<file path="src/rtl/bse_pkg.sv">
package bse_pkg;
  localparam int BYTE_W = 8;
  localparam int IDX_W  = $clog2(BYTE_W);

  typedef struct packed {
    logic clr;
    logic key;
    logic data;
  } bse_evt_t;

  // Rotate a key byte left by the given count; pat=0 returns it unchanged.
  function automatic logic [BYTE_W-1:0] key_stream(
    input logic [BYTE_W-1:0] k,
    input logic [IDX_W-1:0]  n,
    input logic              pat
  );
    logic [BYTE_W-1:0] r;
    int sh;
    sh = int'(n);
    if (!pat || sh == 0) r = k;
    else r = (k << sh) | (k >> (BYTE_W - sh));
    return r;
  endfunction

  function automatic logic [BYTE_W-1:0] cipher_byte(
    input logic [BYTE_W-1:0] d,
    input logic [BYTE_W-1:0] k,
    input logic [IDX_W-1:0]  n,
    input logic              pat,
    input logic              have_key
  );
    return have_key ? (d ^ key_stream(k, n, pat)) : d;
  endfunction
endpackage

</file>
<file path="src/rtl/bse_strobe_sync.sv">
module bse_strobe_sync #(
  parameter int STAGES = 2
) (
  input  logic clk,
  input  logic rst_n,
  input  logic async_in,
  output logic rise
);
  logic [STAGES-1:0] chain;
  logic              last;

  always_ff @(posedge clk or negedge rst_n) begin
    if (!rst_n) begin
      chain <= '0;
      last  <= 1'b0;
    end else begin
      chain <= {chain[STAGES-2:0], async_in};
      last  <= chain[STAGES-1];
    end
  end

  assign rise = chain[STAGES-1] & ~last;

  // a detected edge lasts exactly one cycle
  p_single_pulse_r8: assert property (@(posedge clk) disable iff (!rst_n)
    rise |=> !rise);
endmodule

</file>
<file path="src/rtl/bse_key_state.sv">
module bse_key_state
  import bse_pkg::*;
(
  input  logic              clk,
  input  logic              rst_n,
  input  bse_evt_t          evt,
  input  logic [BYTE_W-1:0] din,
  output logic [BYTE_W-1:0] key_q,
  output logic              key_ok,
  output logic [IDX_W-1:0]  idx_q
);
  always_ff @(posedge clk or negedge rst_n) begin
    if (!rst_n) begin
      key_q  <= '0;
      key_ok <= 1'b0;
      idx_q  <= '0;
    end else if (evt.clr) begin
      key_q  <= '0;
      key_ok <= 1'b0;
      idx_q  <= '0;
    end else if (evt.key) begin
      key_q  <= din;
      key_ok <= 1'b1;
      idx_q  <= '0;
    end else if (evt.data) begin
      idx_q  <= idx_q + 1'b1;
    end
  end

  p_clear_empties_r1: assert property (@(posedge clk) disable iff (!rst_n)
    evt.clr |=> (!key_ok && idx_q == '0));

  p_key_capture_r3: assert property (@(posedge clk) disable iff (!rst_n)
    (evt.key && !evt.clr) |=> (key_ok && key_q == $past(din)));

  p_idx_restart_r6: assert property (@(posedge clk) disable iff (!rst_n)
    (evt.key && !evt.clr) |=> idx_q == '0);

  p_idx_step_r5: assert property (@(posedge clk) disable iff (!rst_n)
    (evt.data && !evt.key && !evt.clr) |=> idx_q == $past(idx_q) + 1'b1);

  p_key_stable_r3: assert property (@(posedge clk) disable iff (!rst_n)
    (!evt.key && !evt.clr) |=> $stable(key_q));
endmodule

</file>
<file path="src/rtl/bse_cipher_out.sv">
module bse_cipher_out
  import bse_pkg::*;
(
  input  logic              clk,
  input  logic              rst_n,
  input  bse_evt_t          evt,
  input  logic [BYTE_W-1:0] din,
  input  logic [BYTE_W-1:0] key_q,
  input  logic              key_ok,
  input  logic [IDX_W-1:0]  idx_q,
  input  logic              pattern_en,
  output logic [BYTE_W-1:0] dout
);
  logic [BYTE_W-1:0] next_byte;

  assign next_byte = cipher_byte(din, key_q, idx_q, pattern_en, key_ok);

  always_ff @(posedge clk or negedge rst_n) begin
    if (!rst_n)         dout <= '0;
    else if (evt.clr)   dout <= '0;
    else if (evt.data)  dout <= next_byte;
  end

  p_hold_r7: assert property (@(posedge clk) disable iff (!rst_n)
    (!evt.data && !evt.clr) |=> $stable(dout));

  p_pass_r2: assert property (@(posedge clk) disable iff (!rst_n)
    (evt.data && !evt.clr && !key_ok) |=> dout == $past(din));

  p_clear_wins_r10: assert property (@(posedge clk) disable iff (!rst_n)
    evt.clr |=> dout == '0);

  p_base_xor_r4: assert property (@(posedge clk) disable iff (!rst_n)
    (evt.data && !evt.clr && key_ok && !pattern_en) |=> (dout ^ $past(din)) == $past(key_q));
endmodule

</file>
<file path="src/rtl/byte_stream_encryptor.sv">
module byte_stream_encryptor
  import bse_pkg::*;
#(
  parameter int SYNC_STAGES = 2
) (
  input  logic              clk,
  input  logic              rst_n,
  input  logic              clr_strobe,
  input  logic              key_strobe,
  input  logic              data_strobe,
  input  logic              pattern_en,
  input  logic [BYTE_W-1:0] din,
  output logic [BYTE_W-1:0] dout
);
  localparam int N_STROBES = 3;

  logic [N_STROBES-1:0] strobe_raw;
  logic [N_STROBES-1:0] strobe_rise;
  bse_evt_t             evt;
  logic [BYTE_W-1:0]    key_q;
  logic                 key_ok;
  logic [IDX_W-1:0]     idx_q;

  assign strobe_raw = {clr_strobe, key_strobe, data_strobe};

  for (genvar g = 0; g < N_STROBES; g++) begin : g_sync
    bse_strobe_sync #(.STAGES(SYNC_STAGES)) sync_i (
      .clk      (clk),
      .rst_n    (rst_n),
      .async_in (strobe_raw[g]),
      .rise     (strobe_rise[g])
    );
  end

  assign evt = bse_evt_t'(strobe_rise);

  bse_key_state state_i (
    .clk    (clk),
    .rst_n  (rst_n),
    .evt    (evt),
    .din    (din),
    .key_q  (key_q),
    .key_ok (key_ok),
    .idx_q  (idx_q)
  );

  bse_cipher_out out_i (
    .clk        (clk),
    .rst_n      (rst_n),
    .evt        (evt),
    .din        (din),
    .key_q      (key_q),
    .key_ok     (key_ok),
    .idx_q      (idx_q),
    .pattern_en (pattern_en),
    .dout       (dout)
  );

  // coincident key and data edges use the old key for the byte
  p_coincide_old_key_r9: assert property (@(posedge clk) disable iff (!rst_n)
    (evt.key && evt.data && !evt.clr && key_ok) |=>
      dout == ($past(din) ^ key_stream($past(key_q), $past(idx_q), $past(pattern_en))));
endmodule

</file>
<file path="config.mk">
export PLATFORM = sky130hd
export DESIGN_NAME = byte_stream_encryptor
export DESIGN_NICKNAME = d
export VERILOG_FILES = /design/src/rtl/bse_pkg.sv /design/src/rtl/bse_strobe_sync.sv /design/src/rtl/bse_key_state.sv /design/src/rtl/bse_cipher_out.sv /design/src/rtl/byte_stream_encryptor.sv
export SDC_FILE = /design/constraint.sdc
export NUM_CORES = 1
export LEC_CHECK = 0
export CAP_MARGIN = 20
export CORE_MARGIN = 3
export CORE_UTILIZATION = 40
export CTS_CLUSTER_DIAMETER = 120
export CTS_CLUSTER_SIZE = 40
export DETAILED_ROUTE_END_ITERATION = 7
export PLACE_DENSITY = 0.64
export SYNTH_ARGS = -nofsm -noshare
export SYNTH_HDL_FRONTEND = slang
export SYNTH_SLANG_ARGS = --single-unit
</file>
<file path="constraint.sdc">
create_clock -name clk -period 3.3 [get_ports clk]
set_clock_uncertainty 0.15 [all_clocks]
set_input_delay 0.66 -clock clk [delete_from_list [all_inputs] [get_ports clk]]
set_output_delay 0.66 -clock clk [all_outputs]
set_load 0.03 [all_outputs]
</file>
# [Yosys cells after proc, flatten, opt, wreduce, memory -nomap -nowiden]
# Cells that the tools add are included.
[word_totals] regBits=29 inputBits=14 out_inout_bits=8 word_cells=39
[classes] add_sub_neg=2 n_shift=2 mux=11 bitwise=8 reduce_logical=6
[ops] cell="$mux 8" count=6
[ops] cell="$shr 8x32->8" count=1
[ops] cell="$mux 3" count=3
[ops] cell="$or 8x8->8" count=1
[ops] cell="$shl 8x3->8" count=1
[ops] cell="$xor 8x8->8" count=1
[ops] cell="$sub 4x3->5 const A" count=1
[ops] cell="$reduce_bool 2->1" count=2
[ops] cell="$add 3x1->3 const B" count=1
[ops] cell="$and 1x1->1" count=3
[ops] cell="$logic_not 3->1" count=1
[ops] cell="$not 1->1" count=3
[ops] cell="$reduce_bool 3->1" count=1
[ops] cell="$mux 1" count=2
[ops] cell="$logic_not 1->1" count=1
[ops] cell="$logic_or 1x1->1" count=1

# [Depth between registers and ports, before layout]
[depth] depth_word=8 depth_mapped=11 ltp_nobuf=8

# [Cells and area by module]
# A second synthesis with hierarchy kept.
[hier_totals] hier_cells=191 hier_area_um2=2001.9
[by_module_without_submodules] mod="bse_cipher_out" instances=1 cells_each=138 area_per_inst_um2=1221.2 seq_area_each_um2=200.2
[by_module_without_submodules] mod="bse_key_state" instances=1 cells_each=41 area_per_inst_um2=514.2 seq_area_each_um2=300.3
[by_module_without_submodules] mod="bse_strobe_sync" instances=3 cells_each=4 area_per_inst_um2=88.8 seq_area_each_um2=75.1

# [Worst setup path after synthesis]
# OpenSTA, ideal clock, no wires.
[synth_path] path_kind="flip-flop to flip-flop" start="register state_i.idx_q[0]" end="register out_i.dout[0]" setup_time_ns=0.083 arrival_ns=2.453 t_required_ns=3.067 setup_slack_ns=0.615 path_stages_with_launch=11 n_path_buf=2 period_less_slack_ns=2.685 cell_sequence="dfrtp_1 buf_2 buf_2 inv_1 ha_1 ha_1 mux4_2 o41ai_1 nor3_1 xnor2_1 o21ai_0"
[synth_between] elab_chain_len=8 elab_cells_between_ends=11 cone_classes="add/sub (1); shift (2); mux (4); bitwise (2); reduce/logical (2)"
[synth_lines] element="from (decl)" line="bse_key_state.sv:10" rtl="output logic [IDX_W-1:0] idx_q"
[synth_lines] element="from (signal assigned)" line="bse_key_state.sv:26" rtl="idx_q <= idx_q + 1'b1;"
[synth_lines] element="$sub 4x3->5" line="bse_pkg.sv:21" rtl="else r = (k << sh) | (k >> (BYTE_W - sh));"
[synth_lines] element="$shr 8x32->8" line="bse_pkg.sv:21"
[synth_lines] element="$or 8x8->8" line="bse_pkg.sv:21"
[synth_lines] element="$mux 8 (*)" line="bse_pkg.sv:20" rtl="if (!pat || sh == 0) r = k;"
[synth_lines] element="$xor 8x8->8 (*)" line="bse_pkg.sv:32" rtl="return have_key ? (d ^ key_stream(k, n, pat)) : d;"
[synth_lines] element="$mux 8 (*)" line="bse_pkg.sv:32"
[synth_lines] element="$mux 8 (*)" line="bse_cipher_out.sv:21" rtl="else if (evt.data) dout <= next_byte;"
[synth_lines] element="$mux 8 (*)" line="bse_cipher_out.sv:20" rtl="else if (evt.clr) dout <= '0;"
[synth_lines] element="to (signal assigned)" line="bse_cipher_out.sv:21"
[synth_lines] element="to (decl)" line="bse_cipher_out.sv:12" rtl="output logic [BYTE_W-1:0] dout"
# Every way passes the cells marked *; elsewhere a longest branch is shown, timed or not. The select of a mux whose other input is x is not followed.
# A chain may end at the register's enable or synchronous reset.

# [Worst setup path after layout]
[layout_path] start="register state_i.idx_q[2]" end="register out_i.dout[3]"
# The elaborated chain is that of the path after synthesis.

==> flow_metrics.py <==
metrics = {
    "timing": {
        "finalHoldViolCount": 0,
        "relSlewSlack": 0.553,
        "setup_viol": 0,
        "worst_pin_slew_ns": 0.670,
        "fin_setup_tns_ns": 0,
        "finalCritPeriodShare": 0.823,
        "min_period_ns": 2.72,
        "fmax_ghz": 0.368,
        "rsz0062_at_grt": "no",
        "fin_hold_ws_ns": 0.202,
        "drv_slew": 0,
    },
    "critical_path": {
        "cp_slowest_cell": "dfrtp_1",
        "cp.required_ns": 3.30,
        "end_kind": "register",
        "cpPeakStageDelay_ns": 0.54,
        "worstPathArrival_ns": 2.72,
        "crit_type": "register to register",
        "crit_fanout": 12,
        "cp_cell_sequence": "clkinv_1 > ha_1 > buf_4 > nand2b_1 > or3_1 > a41oi_1 > xnor2_1 > o21ai_0",
        "cp-start-kind": "register",
        "reg2reg_slack_ns": 0.58,
    },
    "flow_run": {
        "maxCapViolCount": 0,
    },
    "synthesis": {
        "synth.yosys.seq_area_share": 0.393,
        "ys_ff_latch": 29,
        "yosys.area.top_type": "dfrtp_1",
        "synthDistinctLibCells": 49,
        "synthCells": 196,
        "netlist.area_leader.share": 0.393,
        "syn_nets": 213,
        "synth_edf_count": 0,
        "synthTopCellsByCount": "nand2_1 (30), dfrtp_1 (29), mux2i_1 (14), o21ai_0 (12), nor3_1 (11)",
        "yosysWarnings": 0,
        "synth.most_common_cell": "nand2_1",
        "syn_area_um2": 1840,
        "synth.top_cells.by_area": "dfrtp_1 (39%), mux2i_1 (7.6%), nand2_1 (6.1%), mux4_2 (4.9%), o21ai_0 (3.3%)",
        "synth_flop_cell": "dfrtp_1",
        "synth-async-reset-ratio": 1.00,
        "avgSynthCellArea_um2": 9.41,
    },
    "drt": {
        "drt-pass1-iter-count": 4,
        "vias_per_cell": 5.83,
        "wl_per_cell_um": 16.5,
        "wirelength_um": 4460,
        "ant_nets": 0,
        "vias": 1573,
        "drt_iter0_markers": 144,
        "drc": 0,
    },
    "grt": {
        "grt_max_degree": 30,
        "grt_pass1_vias": 1594,
        "grt_overflow": 0,
        "antenna_found_initial": 0,
        "grt_usage": 0.185,
        "grt_first_pass_wirelength_um": 7650,
    },
    "place": {
        "numPortBuffers": 21,
        "dp.cells": 262,
        "hpwl_um": 3220,
        "gp_congestion": 0.915,
    },
    "clocking": {
        "clock-sinks": 29,
        "cts_buffer_depth": 2,
        "holdBufCountCts": 0,
        "cts.reportedPaths.clkPinSlew_ns": 0.06,
        "clock_latency_ns": 0.28,
        "numCtsBuffers": 5,
        "root_buffer": "clkbuf_8",
        "post_cts_buffers": 0,
        "cts_tree": "done",
        "post_cts_resized": 0,
        "htree_levels": 2,
    },
    "hold_path": {
        "hold_path.class": "register to register",
    },
    "floorplan": {
        "die_area_um2": 5460,
        "core_um2": 4410,
        "initial_core_util": 0.418,
        "die_y_um": 73.9,
        "die_x_um": 73.9,
        "std_cell_rows": 24,
        "io_pins": 22,
    },
    "layout": {
        "diodes": 0,
        "final_cells": 270,
        "area_growth_pct": 18.2,
        "utilization": 0.494,
        "drive_gt1_frac": 0.0872,
        "fin_nets": 234,
    },
    "power": {
        "p_leak_nw": 0.843,
        "power_density_nw_per_um2": 454,
        "ir_drop_uv": 284,
    },
    "status": {
        "outcome": "finished, final reports clean",
    },
}
state kept, by name, indices dropped and copies added (netlist names):
name and count:
out_i.dout 8, state_i.key_q 8, g_sync.sync_i.chain 6, g_sync.sync_i.last 3
state_i.idx_q 3, state_i.key_ok 1
path summary, 6_finish.rpt:
check,startpoint,end,cells after the start
setup / recovery,state_i.idx_q[2]$_DFFE_PN0P_,out_i.dout[3]$_DFFE_PN0P_,8
hold / removal,g_sync[1].sync_i.chain[0]$_DFF_PN0_,g_sync[1].sync_i.chain[1]$_DFF_PN0_,0
setup reg to reg,state_i.idx_q[2]$_DFFE_PN0P_,out_i.dout[3]$_DFFE_PN0P_,8
hold reg to reg,g_sync[1].sync_i.chain[0]$_DFF_PN0_,g_sync[1].sync_i.chain[1]$_DFF_PN0_,0
max in group asynchronous,rst_n,g_sync[0].sync_i.chain[1]$_DFF_PN0_,2
min in group asynchronous,rst_n,out_i.dout[2]$_DFFE_PN0P_,2
worst max-delay path, delay by kind of cell (launching register included):
kind            cells  cell delay (ns)
buf+inv             2             0.48
xor+xnor            1             0.16
simple gates        2             0.42
compound gates      2             0.40
flops               1             0.54
fa+ha+maj           1             0.43
layout make-up:
class                   instances  area, um2
well taps                      52       65.1
multi-input cells             150       1040
clock inverters                 2       10.0
flip-flops and latches         29        726
fillers                       414       2230
inverters                       4       15.0
repair buffers                 27        255
clock buffers                   6       72.6
logic make-up (layout without fill, tap and decap cells):
kind of cell,after synthesis,in the layout,synth area share
adders and majority gates,3,3,0.0204
and+or+nand+nor,77,77,0.201
AOI/OAI and AO/OA,45,45,0.173
buffers and inverters,17,39,0.0441
muxes,19,19,0.139
DFF,29,29,0.393
xor gates and xnor gates,6,6,0.0285
where the power goes:
group	total (mW)	leakage [nW]	switching [mW]	internal, mW
Combinational	0.288	0.430	0.157	0.131
Clock	0.281	0.0450	0.135	0.146
Sequential	0.422	0.368	0.0355	0.386
Total	0.990	0.843	0.327	0.663
placed cells by master (no fill, tap or decap), types with 2 or more instances in the layout:
cell type,n
o21ai_0,12
and2_1,2
xnor2_1,5
or3_1,3
nor3_1,11
nand2b_1,8
mux4_2,4
clkbuf_8,5
mux2i_1,14
a41oi_1,2
or4_1,2
nor2_1,10
inv_1,3
a32o_1,2
buf_4,6
clkdlybuf4s50_1,21
nand3_1,3
o32ai_1,2
a21oi_1,10
nor2b_1,4
clkinv_2,2
nand2_1,30
dfrtp_1,29
ha_1,3
per-stage QoR:
| step | instance area [um2] | setup slack (ns) | total power, mW |
|---|---|---|---|
| final | 2180 | 0.584 | 0.990 |
| after global routing | 2180 | 0.359 | 1.05 |
| after CTS | 2180 | 0.593 | 0.994 |
| after detailed placement | 2100 | 0.597 | 0.715 |
| after global placement | 2100 | 0.584 | 0.717 |
| after floorplan | 1840 | 0.615 | 0.614 |
per-layer routing:
metal,share of wire,vias to the layer above,GRT usage
li1,-,762,-
met1,0.47,739,0.263
met2,0.45,62,0.269
met3,0.062,10,0.0424
met4,0.023,0,0.0805
met5,0,-,0
Note: power is estimated with default switching activity, not from simulation.
